[src/rtl/dsadc_pkg.sv]
package dsadc_pkg;

    typedef enum logic [1:0] {
        ST_IDLE,
        ST_DISCH,
        ST_INTEG,
        ST_DEINT
    } dsadc_state_e;

    // switch controls presented to the analog front end
    typedef struct packed {
        logic discharge;
        logic sel_input;
        logic sel_ref;
    } dsadc_sw_t;

    // completion event raised by the sequencer
    typedef struct packed {
        logic valid;
        logic ovf;
    } dsadc_fin_t;

    function automatic int unsigned imax(int unsigned a, int unsigned b);
        return (a > b) ? a : b;
    endfunction

    function automatic dsadc_sw_t sw_for(dsadc_state_e s);
        dsadc_sw_t sw;
        sw = '0;
        case (s)
            ST_DISCH: sw.discharge = 1'b1;
            ST_INTEG: sw.sel_input = 1'b1;
            ST_DEINT: sw.sel_ref   = 1'b1;
            default:  sw = '0;
        endcase
        return sw;
    endfunction

endpackage

[src/rtl/dsadc_counter.sv]
module dsadc_counter #(
    parameter int W = 8
) (
    input  logic         clk,
    input  logic         rst,
    input  logic         clr,
    input  logic         en,
    output logic [W-1:0] cnt
);

    always_ff @(posedge clk) begin
        if (rst || clr) begin
            cnt <= '0;
        end else if (en) begin
            cnt <= cnt + 1'b1;
        end
    end

endmodule

[src/rtl/dsadc_seq.sv]
module dsadc_seq
    import dsadc_pkg::*;
#(
    parameter int CW         = 10,
    parameter int CNT_W      = 10,
    parameter int T1_CLKS    = 1024,
    parameter int DISCH_CLKS = 4
) (
    input  logic           clk,
    input  logic           rst,
    input  logic           start,
    input  logic           zero_cross,
    input  logic [CW-1:0]  cnt,
    output dsadc_state_e   state,
    output logic           cnt_clr,
    output logic           cnt_en,
    output dsadc_fin_t     fin
);

    localparam logic [CW-1:0] DISCH_LAST = CW'(DISCH_CLKS - 1);
    localparam logic [CW-1:0] T1_LAST    = CW'(T1_CLKS - 1);
    localparam logic [CW-1:0] DEINT_LAST = CW'((1 << CNT_W) - 1);

    dsadc_state_e state_nx;

    always_comb begin
        state_nx = state;
        cnt_clr  = 1'b0;
        cnt_en   = 1'b0;
        fin      = '0;
        case (state)
            ST_IDLE: begin
                if (start) begin
                    state_nx = ST_DISCH;
                    cnt_clr  = 1'b1;
                end
            end
            ST_DISCH: begin
                if (cnt == DISCH_LAST) begin
                    state_nx = ST_INTEG;
                    cnt_clr  = 1'b1;
                end else begin
                    cnt_en = 1'b1;
                end
            end
            ST_INTEG: begin
                if (cnt == T1_LAST) begin
                    state_nx = ST_DEINT;
                    cnt_clr  = 1'b1;
                end else begin
                    cnt_en = 1'b1;
                end
            end
            ST_DEINT: begin
                if (zero_cross) begin
                    fin.valid = 1'b1;
                    state_nx  = ST_IDLE;
                end else if (cnt == DEINT_LAST) begin
                    fin.valid = 1'b1;
                    fin.ovf   = 1'b1;
                    state_nx  = ST_IDLE;
                end else begin
                    cnt_en = 1'b1;
                end
            end
            default: state_nx = ST_IDLE;
        endcase
    end

    always_ff @(posedge clk) begin
        if (rst) begin
            state <= ST_IDLE;
        end else begin
            state <= state_nx;
        end
    end

endmodule

[src/rtl/dsadc_result.sv]
module dsadc_result
    import dsadc_pkg::*;
#(
    parameter int CNT_W = 10
) (
    input  logic             clk,
    input  logic             rst,
    input  dsadc_fin_t       fin,
    input  logic [CNT_W-1:0] cnt_low,
    output logic [CNT_W-1:0] result,
    output logic             over_range,
    output logic             done
);

    always_ff @(posedge clk) begin
        if (rst) begin
            result     <= '0;
            over_range <= 1'b0;
            done       <= 1'b0;
        end else begin
            done <= fin.valid;
            if (fin.valid) begin
                result     <= fin.ovf ? '1 : cnt_low;
                over_range <= fin.ovf;
            end
        end
    end

endmodule

[src/rtl/dual_slope_ctrl.sv]
module dual_slope_ctrl
    import dsadc_pkg::*;
#(
    parameter int CNT_W      = 10,
    parameter int T1_CLKS    = 1024,
    parameter int DISCH_CLKS = 4
) (
    input  logic             clk,
    input  logic             rst,
    input  logic             start,
    input  logic             zero_cross,
    output logic             busy,
    output logic             discharge,
    output logic             sel_input,
    output logic             sel_ref,
    output logic [CNT_W-1:0] result,
    output logic             over_range,
    output logic             done
);

    localparam int CW = int'(imax(CNT_W, imax($clog2(T1_CLKS), $clog2(DISCH_CLKS))));

    dsadc_state_e    state;
    dsadc_fin_t      fin;
    dsadc_sw_t       sw;
    logic [CW-1:0]   cnt;
    logic            cnt_clr;
    logic            cnt_en;

    dsadc_counter #(.W(CW)) u_cnt (
        .clk (clk),
        .rst (rst),
        .clr (cnt_clr),
        .en  (cnt_en),
        .cnt (cnt)
    );

    dsadc_seq #(
        .CW         (CW),
        .CNT_W      (CNT_W),
        .T1_CLKS    (T1_CLKS),
        .DISCH_CLKS (DISCH_CLKS)
    ) u_seq (
        .clk        (clk),
        .rst        (rst),
        .start      (start),
        .zero_cross (zero_cross),
        .cnt        (cnt),
        .state      (state),
        .cnt_clr    (cnt_clr),
        .cnt_en     (cnt_en),
        .fin        (fin)
    );

    dsadc_result #(.CNT_W(CNT_W)) u_res (
        .clk        (clk),
        .rst        (rst),
        .fin        (fin),
        .cnt_low    (cnt[CNT_W-1:0]),
        .result     (result),
        .over_range (over_range),
        .done       (done)
    );

    assign sw        = sw_for(state);
    assign busy      = (state != ST_IDLE);
    assign discharge = sw.discharge;
    assign sel_input = sw.sel_input;
    assign sel_ref   = sw.sel_ref;

endmodule

[config.mk]
export PLATFORM = sky130hd
export DESIGN_NAME = dual_slope_ctrl
export DESIGN_NICKNAME = d
export VERILOG_FILES = /design/src/rtl/dsadc_pkg.sv /design/src/rtl/dsadc_counter.sv /design/src/rtl/dsadc_seq.sv /design/src/rtl/dsadc_result.sv /design/src/rtl/dual_slope_ctrl.sv
export SDC_FILE = /design/constraint.sdc
export NUM_CORES = 1
export LEC_CHECK = 0
export BUFFER_PORTS_ARGS = -buffer_cell sky130_fd_sc_hd__buf_2
export CORE_AREA = 2 2 68 70
export DETAILED_ROUTE_END_ITERATION = 7
export DIE_AREA = 0 0 70 72
export SLEW_MARGIN = 20
export SYNTH_ARGS = -nofsm -noshare
export SYNTH_HDL_FRONTEND = slang
export SYNTH_HIERARCHICAL = 1
export SYNTH_SLANG_ARGS = --single-unit
[constraint.sdc]
create_clock -name clk -period 5.8 [get_ports clk]
set_input_delay 1.74 -clock clk [delete_from_list [all_inputs] [get_ports clk]]
set_output_delay 1.74 -clock clk [all_outputs]
set_load 0.005 [all_outputs]
## Yosys cells after proc, flatten, opt, wreduce, memory -nomap -nowiden

Cells that the tools add are included.

| word-level totals | value |
|---|---|
| register bits after elaboration | 24 |
| bits of input ports | 4 |
| output and inout port bits | 16 |
| word-level logic and storage cells | 41 |

| cells by class | value |
|---|---|
| $add $sub $neg | 1 |
| equal/unequal tests | 9 |
| multiplexer cells | 22 |
| reduce and logical (&&, ||, !) cells | 4 |

Operator list:

| operator | number |
|---|---|
| $mux W2 | 7 |
| $mux W1 | 11 |
| $add A10 B1 Y10 const B | 1 |
| $eq A10 B10 Y1 const B | 1 |
| $eq A10 B2 Y1 const B | 1 |
| $mux W10 | 1 |
| $pmux W2 S4 | 1 |
| $pmux W1 S3 | 2 |
| $eq A2 B2 Y1 const B | 2 |
| $ne A2 B1 Y1 const B | 2 |
| $reduce_and A4 Y1 | 1 |
| $ne A3 B2 Y1 const B | 1 |
| $eq A2 B1 Y1 const B | 1 |
| $logic_not A2 Y1 | 1 |
| $ne A2 B2 Y1 const B | 1 |
| $reduce_bool A2 Y1 | 1 |
| $logic_or A1 B1 Y1 | 1 |

## Logic depth before layout (Yosys ltp)

Gate-level depths: netlist of run 1.

| logic depth | value |
|---|---|
| word-level depth | 5 |
| gate-level depth with buffers | 9 |
| depth with buffers taken out | 8 |

## Cells and area by module

Netlist of run 1, hierarchy kept.

By module, submodules not included:

| module | times used | cells each | area each (sq um) | seq. area each (sq um) |
|---|---|---|---|---|
| dsadc_result | 1 | 49 | 481.7 | 240.2 |
| dsadc_counter | 1 | 48 | 444.2 | 200.2 |
| dsadc_seq | 1 | 34 | 285.3 | 40.0 |
| dual_slope_ctrl | 1 | 4 | 28.8 | 0.0 |

## Worst setup path after synthesis of run 1

OpenSTA, ideal clock, no wires.

| timing | value |
|---|---|
| path type | input -> register |
| from | in zero_cross |
| to | reg u_cnt.cnt[8] |
| setup time | 71 ps |
| arrival time | 3046 ps |
| data required time | 5729 ps |
| path slack | 2684 ps |
| stages | 8 |
| buffers on the path | 1 |
| cell sequence | nor2b_1 -> o32a_1 -> nor2_1 -> nor2_1 -> buf_4 -> nand3_1 -> or4_1 -> a21oi_1 |

| on the way | value |
|---|---|
| word-level cells in the longest chain between the ends | 2 |

RTL lines:

| what | RTL line | text |
|---|---|---|
| from (decl) | dual_slope_ctrl.sv:11 | `input logic zero_cross,` |
| $mux W1 | dsadc_seq.sv:55 | `if (zero_cross) begin` |
| $pmux W1 S3 | dsadc_seq.sv:31 | `case (state)` |
| named net cnt_en | dual_slope_ctrl.sv:28 | `logic cnt_en;` |
| to (signal assigned) | dsadc_counter.sv:15 | `cnt <= cnt + 1'b1;` |
| to (decl) | dsadc_counter.sv:8 | `output logic [W-1:0] cnt` |

The timed path passes the listed nets, and every way through them passes these cells.
A chain may end at the register's enable or synchronous reset.

## Worst setup path after layout of run 1

Ends and elaborated chain as after synthesis.

==> qor.txt, run 1 <==
CP Capture Type -> flip-flop
Clock Latency Late Sink -> 0.27 ns
Die Area -> 5040 sq um
Period minus WS final -> 3.38 ns
Syn nets -> 146
Largest net degree at the start of global routing -> 23
VDD IR max -> 0.129 mV
Area leader, netlist -> dfxtp_1
Setup TNS -> 0 ns
Post-synth top area share -> 38.7%
P_leak -> 0.528 nW
Inst Count DP -> 200
Critical Path RT -> 6.01 ns
# IOs -> 20
Slew Limit Fails -> 0
Post-synthesis cell area -> 1240 sq um
Initial core utilization -> 29.1%
Slew margin rel. -> 44.9%
Row count -> 24
Share of cells above drive strength 1 -> 25.7%
Dpl cell area -> 1360 sq um
Wire length per cell -> 11.5 um
Antenna diode instance count -> 0
Clock root buffer -> clkbuf_8
Status -> complete, no violations
Reg2Reg Setup Slack -> 3.30 ns
CP max FO -> 6
Total Nets Final -> 164
Post-synthesis cell count -> 135
Tot GR Track Use -> 10.6%
Port buffer count -> 19
Hold bufs inserted after CTS -> 0
Post-synth EDFFs -> 0
Vias in the first global route -> 950
Clock Skews -> 0.00823 ns
CTS sink cnt -> 24
Hold Fails Final Rpt -> 0
Worst-margin pin slew -> 0.826 ns
Fraction of registers with async set/reset -> 0%
Cell area power density -> 301 nW/um^2
FMAX -> 296 MHz
Library cells used by synthesis -> 37
Synth Register Bits -> 24
Post-CTS Setup Inserts -> 0
Initial DRC count -> 65
Total Power -> 426 uW
Post-route cell area -> 1410 sq um
Maxcap violations -> 0
Clk slew on worst S/H paths -> 0.09 ns
Commonest register cell after synthesis -> dfxtp_1
Antenna violations before repair -> 0
Gr ovfl total -> 0
Core area -> 4260 sq um
Synth cell count leaders -> nor2_1, dfxtp_1, a211oi_2
Post-cts resize count -> 0
Yosys warns -> 6
Final Cycle Share -> 58.2%
DRT antenna net count -> 0
Most frequent cell after synthesis -> nor2_1
Hold Path Class -> flip-flop to flip-flop
Critical path class -> primary input to flip-flop
Unrepaired setup endpoints after global routing -> false
DR vias -> 980
Die Span Y -> 72 um
WP data arrival -> 3.58 ns
Count of final setup violators -> 0
DP HPWL -> 1.69 mm
Post-synthesis sequential area ratio -> 38.7%
Synth area leaders -> dfxtp_1, nor2_1, a211oi_2, ha_1, or4_1
First-pass GRT wire length -> 4.27 mm
Number of buffers created by CTS -> 3
Layout area overhead -> 13.9%
CTS tree -> done
Max clock buf depth -> 2
GPL Wtd Cong -> 0.725
Chip Width -> 70 um
Via density per instance -> 4.80
Post-Layout Cell Count -> 204
DRC violation count after routing -> 0
Syn_area_per_cell -> 9.18 sq um
Startpoint types -> primary input
WL final -> 2.35 mm
TritonRoute pass-1 iters -> 4
Htree depth -> 1
## layout by cell type, fill, tap and decap left out
cell      synthesis  final
mux2i_1           2      2
and2_1            1      1
clkbuf_8          0      4
a222oi_1          1      1
nand3_1           2      2
or4_4             1      1
nor2b_1           4      4
or2_2             1      1
or4_1             5      5
o31ai_1           4      4
inv_1             2      2
dfxtp_1          24     24
a211oi_2          8      8
buf_2             1     19
o21bai_1          1      1
o31a_1            1      1
nor2_1           29     29
or2b_2            1      1
and2b_2           1      1
xnor2_1           1      1
or3_1             1      1
o21ai_0           3      3
nand4_4           1      1
or2_1             1      1
o32a_1            1      1
and2_2            1      1
nand2_1           5      5
ha_1              7      7
or3_2             2      2
xor2_1            3      3
nand4_1           4      4
nor3_1            3      3
o21a_1            1      1
a21oi_1           5      5
a211oi_1          2      2
## power by group
| group | internal (mW) | switching (mW) | total (mW) |
|---|---|---|---|
| Combinational | 0.0559 | 0.0621 | 0.118 |
| Clock | 0.0607 | 0.0549 | 0.116 |
| Sequential | 0.177 | 0.0155 | 0.192 |
## per-stage QoR
stage	setup slack (ns)	util (%)	hold slack, ns
detailed placement	2.13	31.8	0.480
CTS	2.43	33.1	0.493
global route	2.16	33.1	0.509
global placement	2.20	31.8	0.475
finish	2.42	33.1	0.485
floorplan	2.68	-	0.472
## final cells by class
cell class | instances | area [sq um]
tap | 52 | 65.1
inverter | 2 | 7.51
fill | 448 | 2850
multi-input combinational | 103 | 709
sequential | 24 | 480
timing repair buffer | 19 | 95.1
clock buffer | 4 | 55.1
## critical path: stages
cell and delay [ns]:
buf_2 0.10, nor2b_1 0.13, o32a_1 0.22, nor2_1 0.05
nor2_1 0.43, nand3_1 0.22, or4_1 0.54, a21oi_1 0.15
## per-layer routing
layer	global-route usage, %	vias up	share of wire [%]
met1	14.0	431	52
met2	16.3	28	41
met4	3.85	0	1.4
met3	3.47	5	5.4
met5	0	-	0
li1	-	516	-
## kinds of logic after synthesis
kind of cell | after synthesis | synth area share (%)
flip-flops | 24 | 38.7
adder cells (fa/ha/maj) | 7 | 7.06
AO/OA/AOI/OAI | 27 | 18.5
buffers and inverters | 8 | 4.04
XOR/XNOR | 4 | 2.83
multiplexers | 2 | 1.61
AND/OR/NAND/NOR | 63 | 27.2
## registers in the layout, summed over array words and instances (netlist names)
| register | count |
|---|---|
| u_cnt/cnt | 10 |
| u_res/result | 10 |
| u_seq/state | 2 |
| u_res/done | 1 |
| u_res/over_range | 1 |
## final timing paths
path	start	to	cells past startpoint
setup / recovery	zero_cross	u_cnt/cnt[8]$_SDFFE_PP0P_	8
hold / removal	u_res/result[9]$_SDFFE_PP0P_	u_res/result[9]$_SDFFE_PP0P_	2
setup reg to reg	u_seq/state[1]$_SDFFE_PP0P_	u_cnt/cnt[8]$_SDFFE_PP0P_	8
hold reg to reg	u_res/result[9]$_SDFFE_PP0P_	u_res/result[9]$_SDFFE_PP0P_	2
(Power assumes the default switching activity.)
==> run 2: changes to the inputs <==
- ABC_AREA: unset -> 1
- CORE_AREA: 2 2 68 70 -> 2 2 71 73
- DIE_AREA: 0 0 70 72 -> 0 0 73 75
- clock period: 5.8 -> 3.25 ns (I/O delays scaled with it)
==> run 2 against run 1 <==
Against the previous run:
- combinational power rose by 92%
- worst setup slack got worse by 1.3 ns
- sequential cell count did not move
- first-iteration DRC count fell by 31%
- synthesized cell count rose by 50%
- worst hold slack got worse by 0.015 ns
- sequential share of layout area fell by 3.1 points
- design area rose by 10%
- global-route usage fell by 0.17 points
- clock-buffer cell count fell by 1
- critical endpoint is now u_cnt/cnt[7]$_SDFFE_PP0P_
==> qor.txt, run 2 <==
Clock Latency Late Sink -> 0.27 ns (about the same)
Startpoint types -> primary input (unchanged)
Unrepaired setup endpoints after global routing -> false (unchanged)
Post-synth top area share -> 35.4% (was 38.7%)
Syn_area_per_cell -> 6.69 sq um (was 9.18 sq um)
CP Capture Type -> flip-flop (unchanged)
Antenna diode instance count -> 0 (unchanged)
Hold Fails Final Rpt -> 0 (unchanged)
Total Power -> 825 uW (was 426 uW)
P_leak -> 0.789 nW (was 0.528 nW)
Period minus WS final -> 2.14 ns
Gr ovfl total -> 0 (unchanged)
Hold Path Class -> flip-flop to flip-flop (unchanged)
Library cells used by synthesis -> 22 (was 37)
Most frequent cells in the layout -> nand2_1, inv_1, nor2_1 (was nor2_1, dfxtp_1, buf_2)
Most frequent cell after synthesis -> nand2_1 (was nor2_1)
GPL Wtd Cong -> 0.763 (was 0.725)
Layout area overhead -> 14.7% (was 13.9%)
Cell area power density -> 530 nW/um^2 (was 301 nW/um^2)
Largest regs -> u_cnt/cnt: 10 flops, u_res/result: 10 flops, u_seq/state: 2 flops (unchanged)
Hold WS -> 0.470 ns (was 0.485 ns)
Share of cells above drive strength 1 -> 16.2% (was 25.7%)
Wire length per cell -> 9.30 um (was 11.5 um)
DP Worst Slack -> 0.836 ns (was 2.13 ns)
Clock Skews -> 0.00344 ns (was 0.00823 ns)
Row count -> 25 (was 24)
Hold bufs inserted after CTS -> 0 (unchanged)
Post-synthesis cell count -> 203 (was 135)
First-pass GRT wire length -> 4.53 mm (was 4.27 mm)
Post-Layout Cell Count -> 276 (was 204)
Initial core utilization -> 29.1% (about the same)
Total Nets Final -> 234 (was 164)
Chip Width -> 73 um (was 70 um)
DRC violation count after routing -> 0 (unchanged)
DR vias -> 1172 (was 980)
Syn nets -> 214 (was 146)
Synth area leaders -> dfxtp_1, nand2_1, inv_1, nor2_1, ha_1 (was dfxtp_1, nor2_1, a211oi_2, ha_1, or4_1)
WP data arrival -> 2.31 ns (was 3.58 ns)
WL final -> 2.57 mm (was 2.35 mm)
Vias in the first global route -> 1049 (was 950)
Via density per instance -> 4.25 (was 4.80)
Commonest non-fill, non-tap cell in the layout -> nand2_1 (was nor2_1)
TritonRoute pass-1 iters -> 4 (unchanged)
Post-synthesis sequential area ratio -> 35.4% (was 38.7%)
Die Span Y -> 75 um (was 72 um)
Fraction of registers with async set/reset -> 0% (unchanged)
Number of buffers created by CTS -> 3 (unchanged)
Post-CTS Setup Inserts -> 0 (unchanged)
Yosys warns -> 6 (unchanged)
Post-cts resize count -> 0 (unchanged)
Commonest register cell after synthesis -> dfxtp_1 (unchanged)
Post-synth EDFFs -> 0 (unchanged)
Critical Path RT -> 3.42 ns (was 6.01 ns)
Antenna violations before repair -> 0 (unchanged)
# IOs -> 20 (unchanged)
Htree depth -> 1 (unchanged)
Initial DRC count -> 45 (was 65)
Die Area -> 5480 sq um (was 5040 sq um)
Worst-margin pin slew -> 0.457 ns (was 0.826 ns)
Setup TNS -> 0 ns (unchanged)
Final worst slack -> 1.11 ns (was 2.42 ns)
Post-synthesis cell area -> 1360 sq um (was 1240 sq um)
Inst Count DP -> 272 (was 200)
Maxcap violations -> 0 (unchanged)
DP HPWL -> 1.92 mm (was 1.69 mm)
Slew Limit Fails -> 0 (unchanged)
Largest net degree at the start of global routing -> 15 (was 23)
Critical path class -> primary input to flip-flop (unchanged)
Synth cell count leaders -> nand2_1, inv_1, nor2_1 (was nor2_1, dfxtp_1, a211oi_2)
Clk slew on worst S/H paths -> 0.09 ns (about the same)
VDD IR max -> 0.209 mV (was 0.129 mV)
Final Cycle Share -> 65.8%
Fill cells -> 503 (was 448)
Clock root buffer -> clkbuf_8 (unchanged)
Status -> complete, no violations (unchanged)
Area leader, netlist -> dfxtp_1 (unchanged)
Max clock buf depth -> 2 (unchanged)
CTS tree -> done (unchanged)
Tot GR Track Use -> 10.4% (was 10.6%)
Core area -> 4660 sq um (was 4260 sq um)
Count of final setup violators -> 0 (unchanged)
Slew margin rel. -> 69.5% (was 44.9%)
FMAX -> 468 MHz
Port buffer count -> 19 (unchanged)
Synth Register Bits -> 24 (unchanged)
DRT antenna net count -> 0 (unchanged)
CP max FO -> 6 (unchanged)
CTS sink cnt -> 24 (unchanged)
-- run 2: final timing paths --
path / endpoint / start / cells past startpoint / slack [ns]
setup / recovery: u_cnt/cnt[7]$_SDFFE_PP0P_ / zero_cross / 9 / 1.11
hold / removal: u_res/result[4]$_SDFFE_PP0P_ / u_res/result[4]$_SDFFE_PP0P_ / 2 / 0.47
setup reg to reg: u_cnt/cnt[7]$_SDFFE_PP0P_ / u_seq/state[0]$_SDFFE_PP0P_ / 10 / 1.20
hold reg to reg: u_res/result[4]$_SDFFE_PP0P_ / u_res/result[4]$_SDFFE_PP0P_ / 2 / 0.47
-- run 2: final cells by class --
cell class,count,area (sq um),share of cell area (%)
Timing Repair Buffer,19,95.1,6.11
Inverter,35,131,8.44
Clock buffer,3,41.3,2.65
Multi-Input combinational cell,140,711,45.7
Tap cell,54,67.6,4.34
Clock inverter,1,30.0,1.93
Sequential cell,24,480,30.9
-- run 2: per-layer routing --
layer	wire length (um)	GRT usage, %	share of wire (%)	up-vias
li1	-	-	-	655
met1	1330	13.6	52	499
met2	1140	16.5	44	16
met3	71	2.41	2.8	2
met4	22	4.32	0.86	0
met5	0	0	0	-
-- run 2: power breakdown --
part	internal [mW]	total [mW]	switching [mW]
registers	0.311	0.338	0.0267
logic	0.0887	0.226	0.138
clock network	0.165	0.262	0.0970
total	0.564	0.825	0.261
-- run 2: stage by stage --
step                      util (%)  area [sq um]
final                         33.4          1560
after global routing          33.4          1560
after CTS                     33.4          1560
after floorplan                  -          1360
after global placement        31.9          1490
after detailed placement      31.9          1490
-- run 2: cell families (layout without fill, tap and decap cells) --
group / Yosys count / after routing / synth area share, %
buf+inv: 39 / 58 / 12.3
fa+ha+maj: 7 / 7 / 6.45
xor+xnor: 1 / 1 / 0.645
compound gates: 15 / 15 / 6.73
flops: 24 / 24 / 35.4
simple gates: 117 / 117 / 38.5
-- run 2: worst max-delay path, stage by stage --
cell	delay, ns
buf_2	0.11
o21bai_1	0.16
nand2_2	0.11
a21oi_1	0.41
nand2_1	0.14
nor2_1	0.20
nand3_1	0.10
nand2_1	0.07
nor2_1	0.03
==> run 3: changes to the inputs <==
- ABC_AREA: 1 -> 0
- CORE_AREA: 2 2 71 73 -> 2 2 68 70
- DIE_AREA: 0 0 73 75 -> 0 0 70 72
- clock period: 3.25 -> 2.1 ns (I/O delays scaled with it)
==> run 3 against run 2 <==
Against the previous run:
- via count fell by 10%
- sequential power rose by 55%
- worst hold slack improved by 0.019 ns
- die area fell by 7.9%
- critical endpoint is now u_seq/state[0]$_SDFFE_PP0P_
- highest routed layer unchanged
==> qor.txt, run 3 (synthesis gave the netlist of run 1 again) <==
Status -> complete, no violations (unchanged)
Share of cells above drive strength 1 -> 36.5% (was 16.2%)
Count of final setup violators -> 0 (unchanged)
Fill cells -> 439 (was 503)
Combinational power share -> 34.4% (was 27.4%)
Die Area -> 5040 sq um (was 5480 sq um)
Slew margin rel. -> 72.1% (was 69.5%)
CP max stage cell -> or4_1 (was a21oi_1)
Reg-to-reg critical path endpoint -> u_seq/state[0]$_SDFFE_PP0P_ (was u_cnt/cnt[7]$_SDFFE_PP0P_)
Hold Fails Final Rpt -> 0 (unchanged)
Htree depth -> 1 (unchanged)
Maxcap violations -> 0 (unchanged)
Antenna diode instance count -> 0 (unchanged)
CP Capture Type -> flip-flop (unchanged)
Final Cycle Share -> 94.6%
Clock root buffer -> clkbuf_8 (unchanged)
Post-route cell area -> 1550 sq um (was 1560 sq um)
Core area -> 4260 sq um (was 4660 sq um)
P_leak -> 0.607 nW (was 0.789 nW)
Flop pwr share -> 43.5% (was 40.9%)
Max clock buf depth -> 2 (unchanged)
Die Span Y -> 72 um (was 75 um)
TritonRoute pass-1 iters -> 4 (unchanged)
Vias in the first global route -> 991 (was 1049)
Clk slew on worst S/H paths -> 0.08 ns (was 0.09 ns)
Dpl cell area -> 1490 sq um (about the same)
Tot GR Track Use -> 10.8% (was 10.4%)
GPL Wtd Cong -> 0.788 (was 0.763)
CP most frequent cell -> or4_1
Int Pwr -> 836 uW (was 564 uW)
Most frequent cells in the layout -> nor2_1, dfxtp_1, buf_2 (was nand2_1, inv_1, nor2_1)
DR vias -> 1054 (was 1172)
Slew Limit Fails -> 0 (unchanged)
Critical path class -> flip-flop to flip-flop (was primary input to flip-flop)
Commonest non-fill, non-tap cell in the layout -> nor2_1 (was nand2_1)
DRC violation count after routing -> 0 (unchanged)
Largest net degree at the start of global routing -> 23 (was 15)
Hold Path Class -> flip-flop to flip-flop (unchanged)
Post-Layout Cell Count -> 219 (was 276)
Critical R2R Launch -> u_cnt/cnt[5]$_SDFFE_PP0P_ (was u_seq/state[0]$_SDFFE_PP0P_)
Startpoint types -> flip-flop (was primary input)
CTS tree -> done (unchanged)
VDD IR max -> 0.374 mV (was 0.209 mV)
Number of buffers created by CTS -> 3 (unchanged)
Hold WS -> 0.489 ns (was 0.470 ns)
DP HPWL -> 1.84 mm (was 1.92 mm)
Row count -> 24 (was 25)
Unrepaired setup endpoints after global routing -> false (unchanged)
Initial core utilization -> 29.1% (about the same)
Worst path cell trace -> or4_1 > o31a_1 > buf_4 > or4_1 > o31ai_1 (was buf_2 > o21bai_1 > nand2_2 > a21oi_1 > nand2_1 > nor2_1 > nand3_1 > nand2_1 > nor2_1)
Crit path launch -> u_cnt/cnt[5]$_SDFFE_PP0P_ (was zero_cross)
Post-CTS Setup Inserts -> 0 (unchanged)
Clock Power Share -> 22.2% (was 31.7%)
Inst Count DP -> 216 (was 272)
WL final -> 2.45 mm (was 2.57 mm)
Total Nets Final -> 180 (was 234)
Chip Width -> 70 um (was 73 um)
CTS sink cnt -> 24 (unchanged)
Clock Skews -> 0.00746 ns (was 0.00344 ns)
Wire length per cell -> 11.2 um (was 9.30 um)
CP max stage delay -> 0.58 ns (was 0.41 ns)
Initial DRC count -> 72 (was 45)
Final worst slack -> 0.113 ns (was 1.11 ns)
Critical Path Sink -> u_seq/state[0]$_SDFFE_PP0P_ (was u_cnt/cnt[7]$_SDFFE_PP0P_)
Clock Latency Late Sink -> 0.27 ns (about the same)
CP max FO -> 3 (was 6)
Via density per instance -> 4.81 (was 4.25)
Cell area power density -> 780 nW/um^2 (was 530 nW/um^2)
Antenna violations before repair -> 0 (unchanged)
WP data arrival -> 2.17 ns (was 2.31 ns)
Reg2Reg Setup Slack -> 0.11 ns (was 1.20 ns)
P_sw -> 372 uW (was 261 uW)
Worst-margin pin slew -> 0.418 ns (was 0.457 ns)
FMAX -> 503 MHz
Layout area overhead -> 24.9% (was 14.7%)
DP Worst Slack -> -0.164 ns (was 0.836 ns)
Port buffer count -> 19 (unchanged)
First-pass GRT wire length -> 4.34 mm (was 4.53 mm)
DRT antenna net count -> 0 (unchanged)
Sw Ratio -> 30.8% (was 31.7%)
Critical Path RT -> 2.28 ns (was 3.42 ns)
Largest regs -> u_cnt/cnt: 10 flops, u_res/result: 10 flops, u_seq/state: 2 flops (unchanged)
Period minus WS final -> 1.99 ns
Gr ovfl total -> 0 (unchanged)
# IOs -> 20 (unchanged)
Worst r2r path cells -> 5 (was 10)
-- run 3: cell count changes in the layout (fill, tap and decap cells not counted), moves of 4 or more --
cell      before  now
a211oi_2       0    8
a21oi_1        9    5
buf_4          0   15
inv_1         34    1
nand2_1       61    5
nand3_1       16    1
o31ai_1        0    4
or4_1          0    5
-- run 3: worst max-delay path, delay by kind of cell, from the launching register on --
kind / cells / cell delay (ns)
AND/OR/NAND/NOR: 2 / 1.10
AO/OA/AOI/OAI: 2 / 0.35
flip-flops: 1 / 0.32
buffers and inverters: 1 / 0.14
-- run 3: power groups by stage --
stage / registers, mW / clock network, mW / logic (mW)
after floorplan: 0.533 / 0 / 0.257
after detailed placement: 0.528 / 0 / 0.408
after global routing: 0.531 / 0.299 / 0.475
after CTS: 0.518 / 0.278 / 0.415
final: 0.525 / 0.268 / 0.415
after global placement: 0.530 / 0 / 0.401
-- run 3: timing repair --
action                                  4_1_cts  5_1_grt
hold buffers                                  0        0
gates resized for setup                       1        7
endpoints found under the setup margin        3        5
pin swaps                                     0        5
-- run 3: metal layers --
layer / global-route usage (%) / routed length, um / part of all wire (%)
met1: 14.4 / 1210 / 49
met2: 16.4 / 1070 / 44
met3: 3.19 / 124 / 5.1
met4: 4.49 / 42 / 1.7
met5: 0 / 0 / 0
-- run 3: layout make-up --
class | instances | area [sq um] | area share, %
Multi-Input combinational cell | 103 | 722 | 46.6
Sequential cell | 24 | 485 | 31.3
Timing Repair Buffer | 35 | 228 | 14.7
Tap cell | 52 | 65.1 | 4.20
Clock buffer | 3 | 41.3 | 2.67
Inverter | 2 | 7.51 | 0.485
-- run 3: worst min-delay path by stage --
| stage | cells after the start | end | startpoint | slack [ns] |
|---|---|---|---|---|
| CTS | 2 | u_res/result[9]$_SDFFE_PP0P_ | u_res/result[9]$_SDFFE_PP0P_ | 0.50 |
| global route | 2 | u_res/result[9]$_SDFFE_PP0P_ | u_res/result[9]$_SDFFE_PP0P_ | 0.53 |
| global placement | 2 | u_res/result[8]$_SDFFE_PP0P_ | u_res/result[8]$_SDFFE_PP0P_ | 0.47 |
| detailed placement | 2 | u_res/over_range$_SDFFE_PP0P_ | u_res/over_range$_SDFFE_PP0P_ | 0.48 |
| finish | 2 | u_res/result[9]$_SDFFE_PP0P_ | u_res/result[9]$_SDFFE_PP0P_ | 0.49 |
| floorplan | 2 | u_cnt/cnt[9]$_SDFFE_PP0P_ | u_cnt/cnt[9]$_SDFFE_PP0P_ | 0.47 |
-- run 3: stage by stage --
stage,total power [mW],TNS [ns],utilization (%)
floorplan,0.790,0,-
global placement,0.930,-0.305,34.9
detailed placement,0.937,-0.454,34.9
CTS,1.21,0,36.0
global route,1.31,0,36.3
finish,1.21,0,36.3
